File: src/rtl/mcsPkg.sv
package mcsPkg;

  localparam int IDX_W = 5;

  typedef struct packed {
    logic             shiftHist;
    logic             takeSnap;
    logic             accAdd;
    logic             finish;
    logic [IDX_W-1:0] pairIdx;
    logic [IDX_W-1:0] nPairs;
  } mcsStrobe_t;

  function automatic int gcdOf(input int a, input int b);
    int x;
    int y;
    int t;
    x = a;
    y = b;
    while (y != 0) begin
      t = x % y;
      x = y;
      y = t;
    end
    return x;
  endfunction

  // weight of pair k out of n, scaled by 2**frac, rounded to nearest
  function automatic int weightOf(input int k, input int n, input int frac);
    int l;
    int s;
    l = 1;
    for (int j = 1; j <= n; j++) l = (l / gcdOf(l, j)) * j;
    s = 0;
    for (int j = 1; j <= n; j++) s = s + l / j;
    return (2 * (1 << frac) * (l / k) + s) / (2 * s);
  endfunction

endpackage

File: src/rtl/mcsCtrl.sv
module mcsCtrl
  import mcsPkg::*;
#(
  parameter int MAX_PAIRS = 4,
  parameter int SEL_W     = 2
) (
  input  logic             clk,
  input  logic             rstN,
  input  logic             sampleValid,
  input  logic             marker,
  input  logic [SEL_W-1:0] pairSel,
  output mcsStrobe_t       strobe,
  output logic             errFlag
);

  logic             busy;
  logic [IDX_W-1:0] idxReg;
  logic [IDX_W-1:0] nReg;
  logic [IDX_W-1:0] histCnt;
  logic [IDX_W-1:0] reqN;
  logic             accept;
  logic             reject;
  logic             lastPair;

  always_comb begin
    if (int'(pairSel) + 1 > MAX_PAIRS) reqN = IDX_W'(MAX_PAIRS);
    else                               reqN = IDX_W'(pairSel) + IDX_W'(1);
  end

  assign accept   = marker && sampleValid && !busy && (histCnt >= reqN);
  assign reject   = marker && sampleValid && !accept;
  assign lastPair = busy && sampleValid && (idxReg == nReg - IDX_W'(1));

  always_comb begin
    strobe.shiftHist = sampleValid;
    strobe.takeSnap  = accept;
    strobe.accAdd    = busy && sampleValid;
    strobe.finish    = lastPair;
    strobe.pairIdx   = idxReg;
    strobe.nPairs    = nReg;
  end

  always_ff @(posedge clk) begin
    if (!rstN) begin
      busy    <= 1'b0;
      idxReg  <= '0;
      nReg    <= IDX_W'(1);
      histCnt <= '0;
      errFlag <= 1'b0;
    end else begin
      if (sampleValid && histCnt < IDX_W'(MAX_PAIRS)) histCnt <= histCnt + IDX_W'(1);
      if (reject) errFlag <= 1'b1;
      if (accept) begin
        busy   <= 1'b1;
        idxReg <= '0;
        nReg   <= reqN;
      end else if (lastPair) begin
        busy   <= 1'b0;
        idxReg <= '0;
      end else if (busy && sampleValid) begin
        idxReg <= idxReg + IDX_W'(1);
      end
    end
  end

  // the error flag never clears once set
  p_err_sticky_r8: assert property (@(posedge clk) disable iff (!rstN)
    errFlag |=> errFlag);

  // a snapshot is only taken on a valid sample that carries a marker
  p_snap_sample_r6: assert property (@(posedge clk) disable iff (!rstN)
    strobe.takeSnap |-> (sampleValid && marker));

  // an accepted marker always follows enough history
  p_hist_enough_r7: assert property (@(posedge clk) disable iff (!rstN)
    strobe.takeSnap |=> (strobe.nPairs <= histCnt));

endmodule

File: src/rtl/mcsDatapath.sv
module mcsDatapath
  import mcsPkg::*;
#(
  parameter int DATA_W    = 12,
  parameter int WGT_W     = 12,
  parameter int MAX_PAIRS = 4,
  parameter int OUT_W     = DATA_W + 2
) (
  input  logic                    clk,
  input  logic                    rstN,
  input  logic [DATA_W-1:0]       sampleIn,
  input  mcsStrobe_t              strobe,
  output logic signed [OUT_W-1:0] ampOut,
  output logic                    ampValid
);

  localparam int FRAC   = WGT_W - 1;
  localparam int ACC_W  = OUT_W + FRAC;
  localparam int PROD_W = DATA_W + WGT_W + 2;
  localparam logic signed [ACC_W-1:0] ROUND_K =
    {{(ACC_W - FRAC){1'b0}}, 1'b1, {(FRAC - 1){1'b0}}};

  logic [DATA_W-1:0] hist [MAX_PAIRS];
  logic [DATA_W-1:0] snap [MAX_PAIRS];
  logic [WGT_W-1:0]  wTab [MAX_PAIRS][MAX_PAIRS];

  // wTab[n-1][k-1] : weight of pair k when n pairs are used
  for (genvar gn = 0; gn < MAX_PAIRS; gn++) begin : gRow
    for (genvar gk = 0; gk < MAX_PAIRS; gk++) begin : gCol
      if (gk <= gn) begin : gUsed
        assign wTab[gn][gk] = WGT_W'(weightOf(gk + 1, gn + 1, FRAC));
      end else begin : gZero
        assign wTab[gn][gk] = '0;
      end
    end
  end

  logic [DATA_W-1:0]        preSel;
  logic [WGT_W-1:0]         wSel;
  logic signed [DATA_W:0]   diffS;
  logic signed [WGT_W:0]    wS;
  logic signed [PROD_W-1:0] prod;
  logic signed [ACC_W-1:0]  acc;
  logic signed [ACC_W-1:0]  sumNow;
  logic signed [ACC_W-1:0]  sumRnd;

  always_comb begin
    preSel = '0;
    wSel   = '0;
    for (int i = 0; i < MAX_PAIRS; i++) begin
      if (strobe.pairIdx == IDX_W'(i)) preSel = snap[i];
      for (int n = 0; n < MAX_PAIRS; n++) begin
        if (strobe.pairIdx == IDX_W'(i) && strobe.nPairs == IDX_W'(n + 1))
          wSel = wTab[n][i];
      end
    end
  end

  assign diffS  = $signed({1'b0, sampleIn}) - $signed({1'b0, preSel});
  assign wS     = $signed({1'b0, wSel});
  assign prod   = diffS * wS;
  assign sumNow = acc + ACC_W'(prod);
  assign sumRnd = sumNow + ROUND_K;

  always_ff @(posedge clk) begin
    if (!rstN) begin
      for (int i = 0; i < MAX_PAIRS; i++) begin
        hist[i] <= '0;
        snap[i] <= '0;
      end
      acc      <= '0;
      ampOut   <= '0;
      ampValid <= 1'b0;
    end else begin
      ampValid <= 1'b0;
      if (strobe.shiftHist) begin
        hist[0] <= sampleIn;
        for (int i = 1; i < MAX_PAIRS; i++) hist[i] <= hist[i-1];
      end
      if (strobe.takeSnap) begin
        for (int i = 0; i < MAX_PAIRS; i++) snap[i] <= hist[i];
        acc <= '0;
      end else if (strobe.accAdd) begin
        if (strobe.finish) begin
          ampOut   <= sumRnd[ACC_W-1:FRAC];
          ampValid <= 1'b1;
          acc      <= '0;
        end else begin
          acc <= sumNow;
        end
      end
    end
  end

  // result strobe lasts one cycle
  p_pulse_r5: assert property (@(posedge clk) disable iff (!rstN)
    ampValid |=> !ampValid);

  // amplitude holds between results
  p_hold_r5: assert property (@(posedge clk) disable iff (!rstN)
    !ampValid |-> $stable(ampOut));

  // accumulation never reaches beyond the selected pair count
  p_idx_r3: assert property (@(posedge clk) disable iff (!rstN)
    strobe.accAdd |-> (strobe.pairIdx < strobe.nPairs));

  // a result follows the final pair in the next cycle
  p_finish_r5: assert property (@(posedge clk) disable iff (!rstN)
    (strobe.accAdd && strobe.finish) |=> ampValid);

endmodule

File: src/rtl/mcsFilter.sv
module mcsFilter
  import mcsPkg::*;
#(
  parameter int DATA_W    = 12,
  parameter int WGT_W     = 12,
  parameter int MAX_PAIRS = 4,
  localparam int SEL_W    = (MAX_PAIRS > 1) ? $clog2(MAX_PAIRS) : 1,
  localparam int OUT_W    = DATA_W + 2
) (
  input  logic                    clk,
  input  logic                    rstN,
  input  logic [DATA_W-1:0]       sampleIn,
  input  logic                    sampleValid,
  input  logic                    marker,
  input  logic [SEL_W-1:0]        pairSel,
  output logic signed [OUT_W-1:0] ampOut,
  output logic                    ampValid,
  output logic                    errFlag
);

  mcsStrobe_t strobe;

  mcsCtrl #(
    .MAX_PAIRS(MAX_PAIRS),
    .SEL_W    (SEL_W)
  ) uCtrl (
    .clk        (clk),
    .rstN       (rstN),
    .sampleValid(sampleValid),
    .marker     (marker),
    .pairSel    (pairSel),
    .strobe     (strobe),
    .errFlag    (errFlag)
  );

  mcsDatapath #(
    .DATA_W   (DATA_W),
    .WGT_W    (WGT_W),
    .MAX_PAIRS(MAX_PAIRS),
    .OUT_W    (OUT_W)
  ) uDp (
    .clk     (clk),
    .rstN    (rstN),
    .sampleIn(sampleIn),
    .strobe  (strobe),
    .ampOut  (ampOut),
    .ampValid(ampValid)
  );

endmodule

File: config.mk
export PLATFORM = sky130hd
export DESIGN_NAME = mcsFilter
export DESIGN_NICKNAME = d
export VERILOG_FILES = /design/src/rtl/mcsPkg.sv /design/src/rtl/mcsCtrl.sv /design/src/rtl/mcsDatapath.sv /design/src/rtl/mcsFilter.sv
export SDC_FILE = /design/constraint.sdc
export NUM_CORES = 1
export LEC_CHECK = 0
export CAP_MARGIN = 40
export CORE_MARGIN = 2
export CORE_UTILIZATION = 39
export DETAILED_ROUTE_END_ITERATION = 6
export SYNTH_ARGS = -nofsm -noshare
export SYNTH_HDL_FRONTEND = slang
export SYNTH_HIERARCHICAL = 1
export SYNTH_SLANG_ARGS = --single-unit
File: constraint.sdc
create_clock -name clk -period 14.56 [get_ports clk]
set_input_delay 3.64 -clock clk [delete_from_list [all_inputs] [get_ports clk]]
set_output_delay 3.64 -clock clk [all_outputs]
set_load 0.02 [all_outputs]
* Word-level counts from Yosys, hierarchy flattened
Memory sizes are Yosys's and may differ from the RTL's. Index checks and enable logic that the tools add are counted.
Word-level totals: word-level logic and storage cells 112, flip-flop bits (word level) 57, output and inout port bits 16, memories 2, bits of input ports 18, memory bits (writable) 96
Memory list:
- uDp.hist | words 4, width 12, rd ports 4, clocked after memory_dff 0, write ports 4, line mcsDatapath.sv:23 | logic [DATA_W-1:0] hist [MAX_PAIRS];
- uDp.snap | words 4, width 12, rd ports 4, clocked after memory_dff 0, write ports 4, line mcsDatapath.sv:24 | logic [DATA_W-1:0] snap [MAX_PAIRS];
Cells by class: multipliers 1, bitwise gates (word level) 11, equal/unequal tests 8, mux-type cells 40, reduce and logical (&&, ||, !) cells 31, order comparisons 3, $add $sub $neg 8
Operators by type and width (count):
- $mux W12 | 28
- $gt A32 B4 Y1 const B | 1
- $add A25 B12 Y25 const B | 1
- $add A25 B25 Y25 | 1
- $mul A13 B13 Y25 | 1
- $mux W25 | 1
- $logic_and A1 B1 Y1 | 23
- $eq A5 B2 Y1 const B | 4
- $sub A12 B12 Y13 | 1
- $add A5 B1 Y5 const B | 2
- $eq A5 B1 Y1 const B | 2
- $mux W1 | 10
- $or A1 B1 Y1 | 8
- $add A2 B1 Y3 const B | 2
- $reduce_or A3 Y1 | 2
- $eq A5 B3 Y1 const B | 1
- $eq A5 B5 Y1 | 1
- $ge A5 B5 Y1 | 1
- $logic_not A5 Y1 | 1
- $lt A5 B3 Y1 const B | 1
- $mux W5 | 1
- $sub A5 B1 Y5 const B | 1
- $not A1 Y1 | 3
- $reduce_and A3 Y1 | 1
- 3 further kinds | 4

* Logic depth before layout (Yosys ltp)
Gate-level depths: netlist of run 1.
depth after elaboration 21, depth in mapped cells 41, depth with buffers taken out 40

* By module
The synthesis of run 1 kept the hierarchy.
By module, submodules not included:
- mcsDatapath | cells an instance 1368, seq. area each 3683.5 um^2, area each 13111.3 um^2, instances 1
- mcsCtrl | cells an instance 95, seq. area each 300.3 um^2, area each 882.1 um^2, instances 1

* Worst setup path after synthesis of run 1
No wires, ideal clock.
path type in2reg, from input port sampleIn[0], to register uDp.ampOut[13], required time 14428 ps, slack 3227 ps, setup time 132 ps, stages 35, buffers on the path 1, data arrival time 11201 ps, cell sequence inv_1 ha_1 fa_1 nor2b_1 o21ai_1 a21boi_1 o21ai_1 nand2b_1 a21o_1 a21o_1 a31oi_1 a21oi_1 nor2_1 fa_1 inv_1 fa_1 inv_1 fa_1 fa_1 fa_1 inv_1 fa_1 inv_1 ha_1 buf_2 a21o_1 a21o_1 a21oi_1 o21ai_0 a31oi_4 xnor2_2 nor4b_4 nand4b_1 xnor2_1 a21oi_1
Between the ends: word-level cells in the longest chain between the ends 4
Ends and longest elaborated chain:
- start, declared | line mcsFilter.sv:12 | input logic [DATA_W-1:0] sampleIn,
- $sub A12 B12 Y13 | line mcsDatapath.sv:59 | assign diffS = $signed({1'b0, sampleIn}) - $signed({1'b0, preSel});
- $mul A13 B13 Y25 | line mcsDatapath.sv:61 | assign prod = diffS * wS;
- $add A25 B25 Y25 | line mcsDatapath.sv:62 | assign sumNow = acc + ACC_W'(prod);
- $add A25 B12 Y25 | line mcsDatapath.sv:63 | assign sumRnd = sumNow + ROUND_K;
- end signal, assigned | line mcsDatapath.sv:85 | ampOut <= sumRnd[ACC_W-1:FRAC];
- end, declared | line mcsDatapath.sv:13 | output logic signed [OUT_W-1:0] ampOut,
Every way passes these cells. A chain may end at the register's enable or synchronous reset.

* Worst setup path after layout of run 1
Same ends and word-level chain as after synthesis.

==> impl_metrics.env, run 1 <==
export IMPL_outcome="complete, no violations"
export IMPL_hold_buffers=0
export IMPL_grt_max_degree=100
export IMPL_cp_start_kind="input pin"
export IMPL_synthFlopType="edfxtp_1"
export IMPL_slowest_delay_ns=0.62
export IMPL_final_setup_skew_ns=0.0110
export IMPL_die_height_um=193
export IMPL_fin_tns_setup_ns=0
export IMPL_worst_path_buf_inv=6
export IMPL_grt_first_pass_wirelength_um=51700
export IMPL_synth_seq_cells=151
export IMPL_hold_path_class="reg2reg"
export IMPL_ant_nets=0
export IMPL_slew_violations=0
export IMPL_stdcell_count=1940
export IMPL_worst_pin_slew_ns=0.873
export IMPL_multi_input_area_mm2=0.00883
export IMPL_path_class="in2reg"
export IMPL_crit_fanout=10
export IMPL_dp_hpwl_um=23700
export IMPL_synth_area_leaders="fa_1, edfxtp_1, dfxtp_1"
export IMPL_synthArstFlopShare_pct=0
export IMPL_grt_pass1_vias=9887
export IMPL_die_x_um=193
export IMPL_start_util_pct=39.4
export IMPL_r2r_slack_ns=3.88
export IMPL_yosysWarnings=6
export IMPL_coreArea_mm2=0.0355
export IMPL_relSlewSlack_pct=41.6
export IMPL_wl_um=31600
export IMPL_gp_congestion=0.885
export IMPL_viasPerCell=5.21
export IMPL_finalCritPeriodShare_pct=84.1
export IMPL_endpoint_kind="flip-flop"
export IMPL_synth_area_mm2=0.0140
export IMPL_setup_viol=0
export IMPL_finalNetCount=1736
export IMPL_cts_clk_slew_worst_paths_ns=0.07
export IMPL_p_per_area_mw_per_mm2=77.2
export IMPL_synth_top_area_share_pct=23.7
export IMPL_fmax_mhz=81.6
export IMPL_synth_area_per_cell_um2=9.56
export IMPL_power_mw=1.18
export IMPL_cts_resized=0
export IMPL_antenna_found_initial=0
export IMPL_critical_path_slowest_cell="fa_1"
export IMPL_cts_buffer_depth=2
export IMPL_fin_crit_ns=12.25
export IMPL_drc=0
export IMPL_cts_setup_buffers=0
export IMPL_ir_worst_vdd_mv=0.0667
export IMPL_rows=69
export IMPL_synth_seq_area_share_pct=28.5
export IMPL_cp_common_cell="fa_1"
export IMPL_wl_per_cell_um=16.3
export IMPL_area_delta_synth_final_pct=9.53
export IMPL_io_buffers=33
export IMPL_cp_top_family="adder cells"
export IMPL_overflow=0
export IMPL_p_leak_nw=7.17
export IMPL_nFillCells=3352
export IMPL_cts_root_buf="clkbuf_16"
export IMPL_dieArea_mm2=0.0374
export IMPL_n_antenna_cell=0
export IMPL_final_core_util_pct=43.2
export IMPL_synth_edf_count=96
export IMPL_h_tree_depth=4
export IMPL_num_io_pins=34
export IMPL_synth_distinct_cells=77
export IMPL_area_sequential_mm2=0.00398
export IMPL_vias=10101
export IMPL_worst_ep_arrival_time_ns=12.61
export IMPL_synth_top_area_cell="fa_1"
export IMPL_crit_required_ns=14.93
export IMPL_drt_iter0_markers=658
export IMPL_synthCells=1463
export IMPL_synth_most_common_cell="inv_1"
export IMPL_hold_violations=0
export IMPL_dp_cells=1908
export IMPL_tritoncts="done"
export IMPL_cts_sinks=151
export IMPL_grtUsageTotal_pct=17.1
export IMPL_drive_gt1_share_pct=5.81
export IMPL_cts_buffers=17
export IMPL_yosys_top_cells_count="inv_1, fa_1, nor2_1"
export IMPL_first_pass_iters=5
export IMPL_maxCapViolCount=0
export IMPL_rsz0062_at_grt="no"
export IMPL_clk_latency_ns=0.43
## flip-flops by register name, summed over array words and instances (netlist names), 3 cells and up
signal,flops
uDp/snap,48
uCtrl/nReg,3
uCtrl/histCnt,5
uDp/ampOut,14
uCtrl/idxReg,5
uDp/hist,48
uDp/acc,25
## metrics by stage
| step | worst slack, ns | hold slack (ns) | cell area (um^2) |
|---|---|---|---|
| 3_5_place_dp | 1.87 | 0.457 | 14800 |
| 2_1_floorplan | 3.23 | 0.446 | 14000 |
| 4_1_cts | 2.33 | 0.478 | 15300 |
| 5_1_grt | 1.72 | 0.510 | 15300 |
| 3_3_place_gp | 2.02 | 0.451 | 14700 |
| 6_report | 2.31 | 0.473 | 15300 |
## final cells by class
| type | instances | area share [%] |
|---|---|---|
| Clock buffer | 17 | 2.78 |
| Clock inverter | 15 | 0.931 |
| Inverter | 241 | 5.90 |
| Multi-Input combinational cell | 1004 | 57.6 |
| Sequential cell | 151 | 26.0 |
| Tap cell | 461 | 3.76 |
| Timing Repair Buffer | 51 | 3.05 |
## cell usage in the layout (no fill, tap or decap), drive strengths merged, types with 34 or more instances in the layout
cell type    n
xnor2       34
nand2      103
inv        247
nor2       153
o21ai       55
fa         166
dfxtp       55
a21oi       56
and3       100
edfxtp      96
ha          86
## worst register-to-register path, delay by kind of cell (launching register included)
family	cells	cell delay (ns)
simple gates	8	2.51
xor+xnor	2	0.27
compound gates	14	2.80
flops	1	0.38
fa+ha+maj	9	4.30
buf+inv	4	0.34
## cells by family after synthesis
group | share of synthesized area [%]
XOR/XNOR | 3.84
multiplexers | 1.22
buffers and inverters | 8.57
flip-flops | 28.5
AO/OA/AOI/OAI | 9.62
other | 0.0268
AND/OR/NAND/NOR | 16.8
adder cells (fa/ha/maj) | 31.4
## routing by layer
| layer | vias up | routed length (um) | global-route usage (%) |
|---|---|---|---|
| li1 | 4784 | - | - |
| met4 | 0 | 446 | 4.24 |
| met2 | 215 | 15300 | 27.8 |
| met1 | 5072 | 14400 | 24.0 |
| met5 | - | 0 | 0 |
| met3 | 30 | 1400 | 2.81 |
## report_power, final
group / leakage (nW) / internal (mW) / switching, mW
clock network: 0.276 / 0.239 / 0.202
registers: 1.47 / 0.476 / 0.00851
logic: 5.42 / 0.0876 / 0.169
total: 7.17 / 0.803 / 0.380
## path summary, 6_finish.rpt
path / start / endpoint / cells after the start
worst max-delay path: sampleIn[0] / uDp/ampOut[13]$_SDFFE_PN0P_ / 35
worst min-delay path: uCtrl/errFlag$_SDFFE_PN0P_ / uCtrl/errFlag$_SDFFE_PN0P_ / 1
worst max register to register: uCtrl/idxReg[3]$_SDFFE_PP0P_ / uDp/ampOut[13]$_SDFFE_PN0P_ / 37
worst min register to register: uCtrl/errFlag$_SDFFE_PN0P_ / uCtrl/errFlag$_SDFFE_PN0P_ / 1
Note: power is estimated with default switching activity, not from simulation.
==> run 2: changes to the inputs <==
==> constraint.sdc (replaced) <==
create_clock -name clk -period 12.6 [get_ports clk]
set_input_delay 3.15 -clock clk [delete_from_list [all_inputs] [get_ports clk]]
set_output_delay 3.15 -clock clk [all_outputs]
set_load 0.02 [all_outputs]
==> run 2 against run 1 <==
  * Die area unchanged
  * Combinational power up 20%
  * Largest power group unchanged
  * Critical path depth up 1
==> impl_metrics.env, run 2 (same netlist as run 1, synthesis figures left out) <==
export IMPL_io_buffers=33
export IMPL_drt_iter0_markers=768
export IMPL_fin_crit_ns=11.76
export IMPL_coreArea_mm2=0.0355
export IMPL_worst_ep_arrival_time_ns=12.08
export IMPL_ir_worst_vdd_mv=0.0666
export IMPL_cts_root_buf="clkbuf_16"
export IMPL_path_class="in2reg"
export IMPL_crit_path_start="sampleIn[0]"
export IMPL_finalNetCount=1742
export IMPL_pwr_share_comb_pct=22.1
export IMPL_setup_viol=0
export IMPL_critical_path_slowest_cell="fa_1"
export IMPL_ant_nets=0
export IMPL_dieArea_mm2=0.0374
export IMPL_crit_required_ns=12.92
export IMPL_relSlewSlack_pct=46.1
export IMPL_h_tree_depth=4
export IMPL_start_util_pct=39.4
export IMPL_stdcell_count=1946
export IMPL_hold_path_class="reg2reg"
export IMPL_gp_congestion=0.900
export IMPL_rsz0062_at_grt="no"
export IMPL_dp_cells=1914
export IMPL_fmax_mhz=85.1
export IMPL_final_cell_mix="inv_1, fa_1, nor2_1"
export IMPL_cts_clk_slew_worst_paths_ns=0.07
export IMPL_die_height_um=193
export IMPL_wl_per_cell_um=16.7
export IMPL_crit_fanout=10
export IMPL_slowest_delay_ns=0.63
export IMPL_num_io_pins=34
export IMPL_rows=69
export IMPL_drive_gt1_share_pct=6.20
export IMPL_tritoncts="done"
export IMPL_cts_setup_buffers=0
export IMPL_grt_max_degree=101
export IMPL_endpoint_kind="flip-flop"
export IMPL_dp_hpwl_um=24200
export IMPL_worst_pin_slew_ns=0.806
export IMPL_final_setup_skew_ns=0.0195
export IMPL_seqPwrFrac_pct=40.1
export IMPL_clk_latency_ns=0.45
export IMPL_area_sequential_mm2=0.00398
export IMPL_grt_pass1_vias=10273
export IMPL_cp_start_kind="input pin"
export IMPL_p_per_area_mw_per_mm2=90.6
export IMPL_min_from="uCtrl/busy$_SDFFE_PN0P_"
export IMPL_viasPerCell=5.20
export IMPL_grt_first_pass_wirelength_um=53600
export IMPL_cts_sinks=151
export IMPL_finalCritPeriodShare_pct=93.3
export IMPL_multi_input_area_mm2=0.00883
export IMPL_nFillCells=3378
export IMPL_grtUsageTotal_pct=17.8
export IMPL_slew_violations=0
export IMPL_reg_top3="uDp/hist: 48 flops, uDp/snap: 48 flops, uDp/acc: 25 flops"
export IMPL_drc=0
export IMPL_fin_tns_setup_ns=0
export IMPL_area_delta_synth_final_pct=10.0
export IMPL_pwr_share_clk_pct=37.7
export IMPL_swShare_pct=32.6
export IMPL_cts_buffer_depth=2
export IMPL_switchingPower_uw=455
export IMPL_hold_buffers=0
export IMPL_n_antenna_cell=0
export IMPL_die_x_um=193
export IMPL_outcome="complete, no violations"
export IMPL_maxCapViolCount=0
export IMPL_reg2reg_from="uCtrl/idxReg[3]$_SDFFE_PP0P_"
export IMPL_power_internal_uw=939
export IMPL_hold_violations=0
export IMPL_vias=10120
export IMPL_cp_common_cell="fa_1"
export IMPL_cts_buffers=17
export IMPL_overflow=0
export IMPL_wl_um=32500
export IMPL_cts_resized=0
export IMPL_first_pass_iters=5
export IMPL_antenna_found_initial=0
export IMPL_mostFrequentLayoutCell="inv_1"
export IMPL_p_leak_nw=7.20
-- run 2: cell types whose count changed in the layout (fill, tap and decap cells not counted), sizes merged --
cell      change
clkinv        -3
buf           +6
clkbuf        +1
clkinvlp      +1
inv           +1
-- run 2: final timing paths --
| check | endpoint | slack [ns] | cells past startpoint |
|---|---|---|---|
| hold reg to reg | uCtrl/busy$_SDFFE_PN0P_ | 0.49 | 2 |
| setup reg to reg | uDp/ampOut[13]$_SDFFE_PN0P_ | 2.01 | 38 |
| hold / removal | uCtrl/busy$_SDFFE_PN0P_ | 0.49 | 2 |
| setup / recovery | uDp/ampOut[13]$_SDFFE_PN0P_ | 0.84 | 36 |
-- run 2: power groups by stage --
stage / clock network [mW] / logic [mW] / registers [mW]
2_1_floorplan: 0 / 0.212 / 0.568
3_3_place_gp: 0 / 0.302 / 0.570
3_5_place_dp: 0 / 0.306 / 0.571
4_1_cts: 0.540 / 0.308 / 0.560
5_1_grt: 0.558 / 0.342 / 0.562
6_report: 0.526 / 0.309 / 0.560
-- run 2: per-layer routing --
layer  vias to the layer above  wire, um  GRT usage, %
met5                         -         0             0
met4                         0       388          4.35
met3                        30      1460          2.48
met2                       213     16000          29.9
met1                      5075     14600          24.4
li1                       4802         -             -
-- run 2: layout make-up --
cell class              count  share of cell area [%]
clock buffers              18                    2.79
well taps                 461                    3.75
multi-input cells        1004                    57.3
clock inverters            14                    1.01
inverters                 241                    5.88
repair buffers             57                    3.36
flip-flops and latches    151                    25.9
-- run 2: stage by stage --
step	hold slack (ns)	power [mW]	setup slack, ns	area [um^2]	utilization [%]
2_1_floorplan	0.446	0.781	1.76	14000	-
3_3_place_gp	0.468	0.872	0.558	14800	41.6
3_5_place_dp	0.475	0.877	0.490	14800	41.7
4_1_cts	0.486	1.41	0.931	15400	43.4
5_1_grt	0.515	1.46	0.321	15400	43.4
6_report	0.492	1.39	0.842	15400	43.4
-- run 2: critical path, delay by kind of cell --
kind            cells  cell delay (ns)
compound gates     13             2.27
fa+ha+maj           9             4.32
buf+inv             7             1.12
xor+xnor            2             0.29
simple gates        5             0.91
==> run 3: changes to the inputs <==
--- a/config.mk
+++ b/config.mk
@@ -7,7 +7,7 @@
 export LEC_CHECK = 0
 export CAP_MARGIN = 40
 export CORE_MARGIN = 2
-export CORE_UTILIZATION = 39
+export CORE_UTILIZATION = 45
 export DETAILED_ROUTE_END_ITERATION = 6
 export SYNTH_ARGS = -nofsm -noshare
 export SYNTH_HDL_FRONTEND = slang
==> run 3 against run 2 <==
  * Via count is 0.14% higher
  * Clock skew is 0.011 ns lower
  * Worst setup slack better by 0.033 ns
  * Clock power is 8.0% lower
  * Flip-flop and latch count stayed put
  * Utilization is 6.6 points higher
  * Routed wire length is 2.0% lower
  * Global-route usage is 2.4 points higher
  * Largest cell class unchanged
  * Highest routed layer unchanged
==> impl_metrics.env, run 3 (same netlist as run 1, synthesis figures left out) <==
export IMPL_drt_iter0_markers=710
export IMPL_worst_ep_arrival_time_ns=12.05
export IMPL_rsz0062_at_grt="no"
export IMPL_ff2ff_path_depth=37
export IMPL_endpoint_kind="flip-flop"
export IMPL_setup_viol=0
export IMPL_pwr_share_clk_pct=35.9
export IMPL_fmax_mhz=85.3
export IMPL_cts_resized=0
export IMPL_ant_nets=0
export IMPL_mostFrequentLayoutCell="inv_1"
export IMPL_die_x_um=180
export IMPL_cp_top_family="adder cells"
export IMPL_holdPathStages=1
export IMPL_outcome="complete, no violations"
export IMPL_die_height_um=180
export IMPL_cts_clk_slew_worst_paths_ns=0.07
export IMPL_n_antenna_cell=0
export IMPL_cts_buffer_depth=2
export IMPL_hold_buffers=0
export IMPL_slowest_delay_ns=0.63
export IMPL_hold_path_class="reg2reg"
export IMPL_finalNetCount=1741
export IMPL_power_mw=1.35
export IMPL_path_class="in2reg"
export IMPL_fin_tns_setup_ns=0
export IMPL_seqPwrFrac_pct=41.5
export IMPL_crit_required_ns=12.93
export IMPL_area_delta_synth_final_pct=9.17
export IMPL_dieArea_mm2=0.0325
export IMPL_first_pass_iters=5
export IMPL_hold_violations=0
export IMPL_antenna_found_initial=0
export IMPL_power_internal_uw=913
export IMPL_relSlewSlack_pct=48.3
export IMPL_nFillCells=2860
export IMPL_critical_path_slowest_cell="fa_1"
export IMPL_viasPerCell=5.39
export IMPL_cp_start_kind="input pin"
export IMPL_crit_fanout=10
export IMPL_grt_max_degree=100
export IMPL_area_sequential_mm2=0.00398
export IMPL_slew_violations=0
export IMPL_stdcell_count=1880
export IMPL_grt_first_pass_wirelength_um=52300
export IMPL_tritoncts="done"
export IMPL_ir_worst_vdd_mv=0.101
export IMPL_maxCapViolCount=0
export IMPL_dp_hpwl_um=24100
export IMPL_rows=64
export IMPL_dp_cells=1848
export IMPL_p_per_area_mw_per_mm2=88.3
export IMPL_gp_congestion=0.884
export IMPL_num_io_pins=34
export IMPL_final_setup_skew_ns=0.00844
export IMPL_pwr_share_comb_pct=22.6
export IMPL_drive_gt1_share_pct=6.06
export IMPL_p_leak_nw=7.19
export IMPL_worst_path_stages=35
export IMPL_drc=0
export IMPL_cts_setup_buffers=0
export IMPL_final_cell_mix="inv_1, fa_1, nor2_1"
export IMPL_wl_um=31800
export IMPL_multi_input_area_mm2=0.00883
export IMPL_switchingPower_uw=436
export IMPL_cts_sinks=151
export IMPL_vias=10134
export IMPL_cts_root_buf="clkbuf_16"
export IMPL_grt_pass1_vias=10198
export IMPL_cp_common_cell="fa_1"
export IMPL_grtUsageTotal_pct=20.2
export IMPL_reg_top3="uDp/hist: 48 flops, uDp/snap: 48 flops, uDp/acc: 25 flops"
export IMPL_fin_crit_ns=11.72
export IMPL_io_buffers=33
export IMPL_worst_pin_slew_ns=0.772
export IMPL_overflow=0
export IMPL_worst_path_buf_inv=6
export IMPL_wl_per_cell_um=16.9
export IMPL_finalCritPeriodShare_pct=93.0
export IMPL_start_util_pct=45.7
export IMPL_swShare_pct=32.3
export IMPL_clk_latency_ns=0.44
export IMPL_h_tree_depth=4
export IMPL_coreArea_mm2=0.0306
export IMPL_cts_buffers=17
==> run 3: cell count changes in the layout (fill, tap and decap cells not counted), sizes merged <==
cell,delta
inv,-1
bufinv,-1
clkinv,+3
buf,-1
clkbuf,-1
==> run 3: per-layer routing <==
metal	global-route usage (%)	vias to the layer above	share of wire, %
met5	0	-	0
met4	5.87	0	1.8
met3	3.80	34	5.3
met2	32.7	232	47
met1	27.7	5067	45
li1	-	4801	-
==> run 3: layout make-up <==
type / instances / share of cell area (%)
Tap cell: 396 / 3.24
Clock inverter: 15 / 0.786
Sequential cell: 151 / 26.1
Inverter: 241 / 5.92
Clock buffer: 17 / 2.78
Timing Repair Buffer: 56 / 3.42
Multi-Input combinational cell: 1004 / 57.8
==> run 3: metrics by stage <==
step | hold WS, ns | setup WS (ns) | cell area (um^2) | util (%)
finish | 0.477 | 0.876 | 15300 | 49.9
detailed placement | 0.461 | 0.429 | 14700 | 48.2
global placement | 0.450 | 0.584 | 14700 | 48.0
global route | 0.502 | 0.123 | 15300 | 49.9
CTS | 0.482 | 0.888 | 15300 | 49.9
floorplan | 0.446 | 1.76 | 14000 | -
==> run 3: final timing paths <==
check	start	end	slack, ns
worst max-delay path	sampleIn[0]	uDp/ampOut[13]$_SDFFE_PN0P_	0.88
worst min-delay path	uCtrl/errFlag$_SDFFE_PN0P_	uCtrl/errFlag$_SDFFE_PN0P_	0.48
worst max register to register	uCtrl/idxReg[3]$_SDFFE_PP0P_	uDp/ampOut[13]$_SDFFE_PN0P_	1.98
worst min register to register	uCtrl/errFlag$_SDFFE_PN0P_	uCtrl/errFlag$_SDFFE_PN0P_	0.48
==> run 3: worst reg2reg max path: cells and delay by family, from the launching register on <==
family / cells / cell delay, ns
buffers and inverters: 4 / 0.35
AND/OR/NAND/NOR: 8 / 2.49
flip-flops: 1 / 0.38
adder cells (fa/ha/maj): 9 / 4.31
XOR/XNOR: 2 / 0.28
AO/OA/AOI/OAI: 14 / 2.67
==> run 3: power by group through the flow <==
stage	registers [mW]	clock network [mW]	logic (mW)
after floorplan	0.568	0	0.212
after global placement	0.570	0	0.298
after detailed placement	0.571	0	0.302
after CTS	0.560	0.499	0.304
after global routing	0.563	0.517	0.336
final	0.560	0.484	0.305
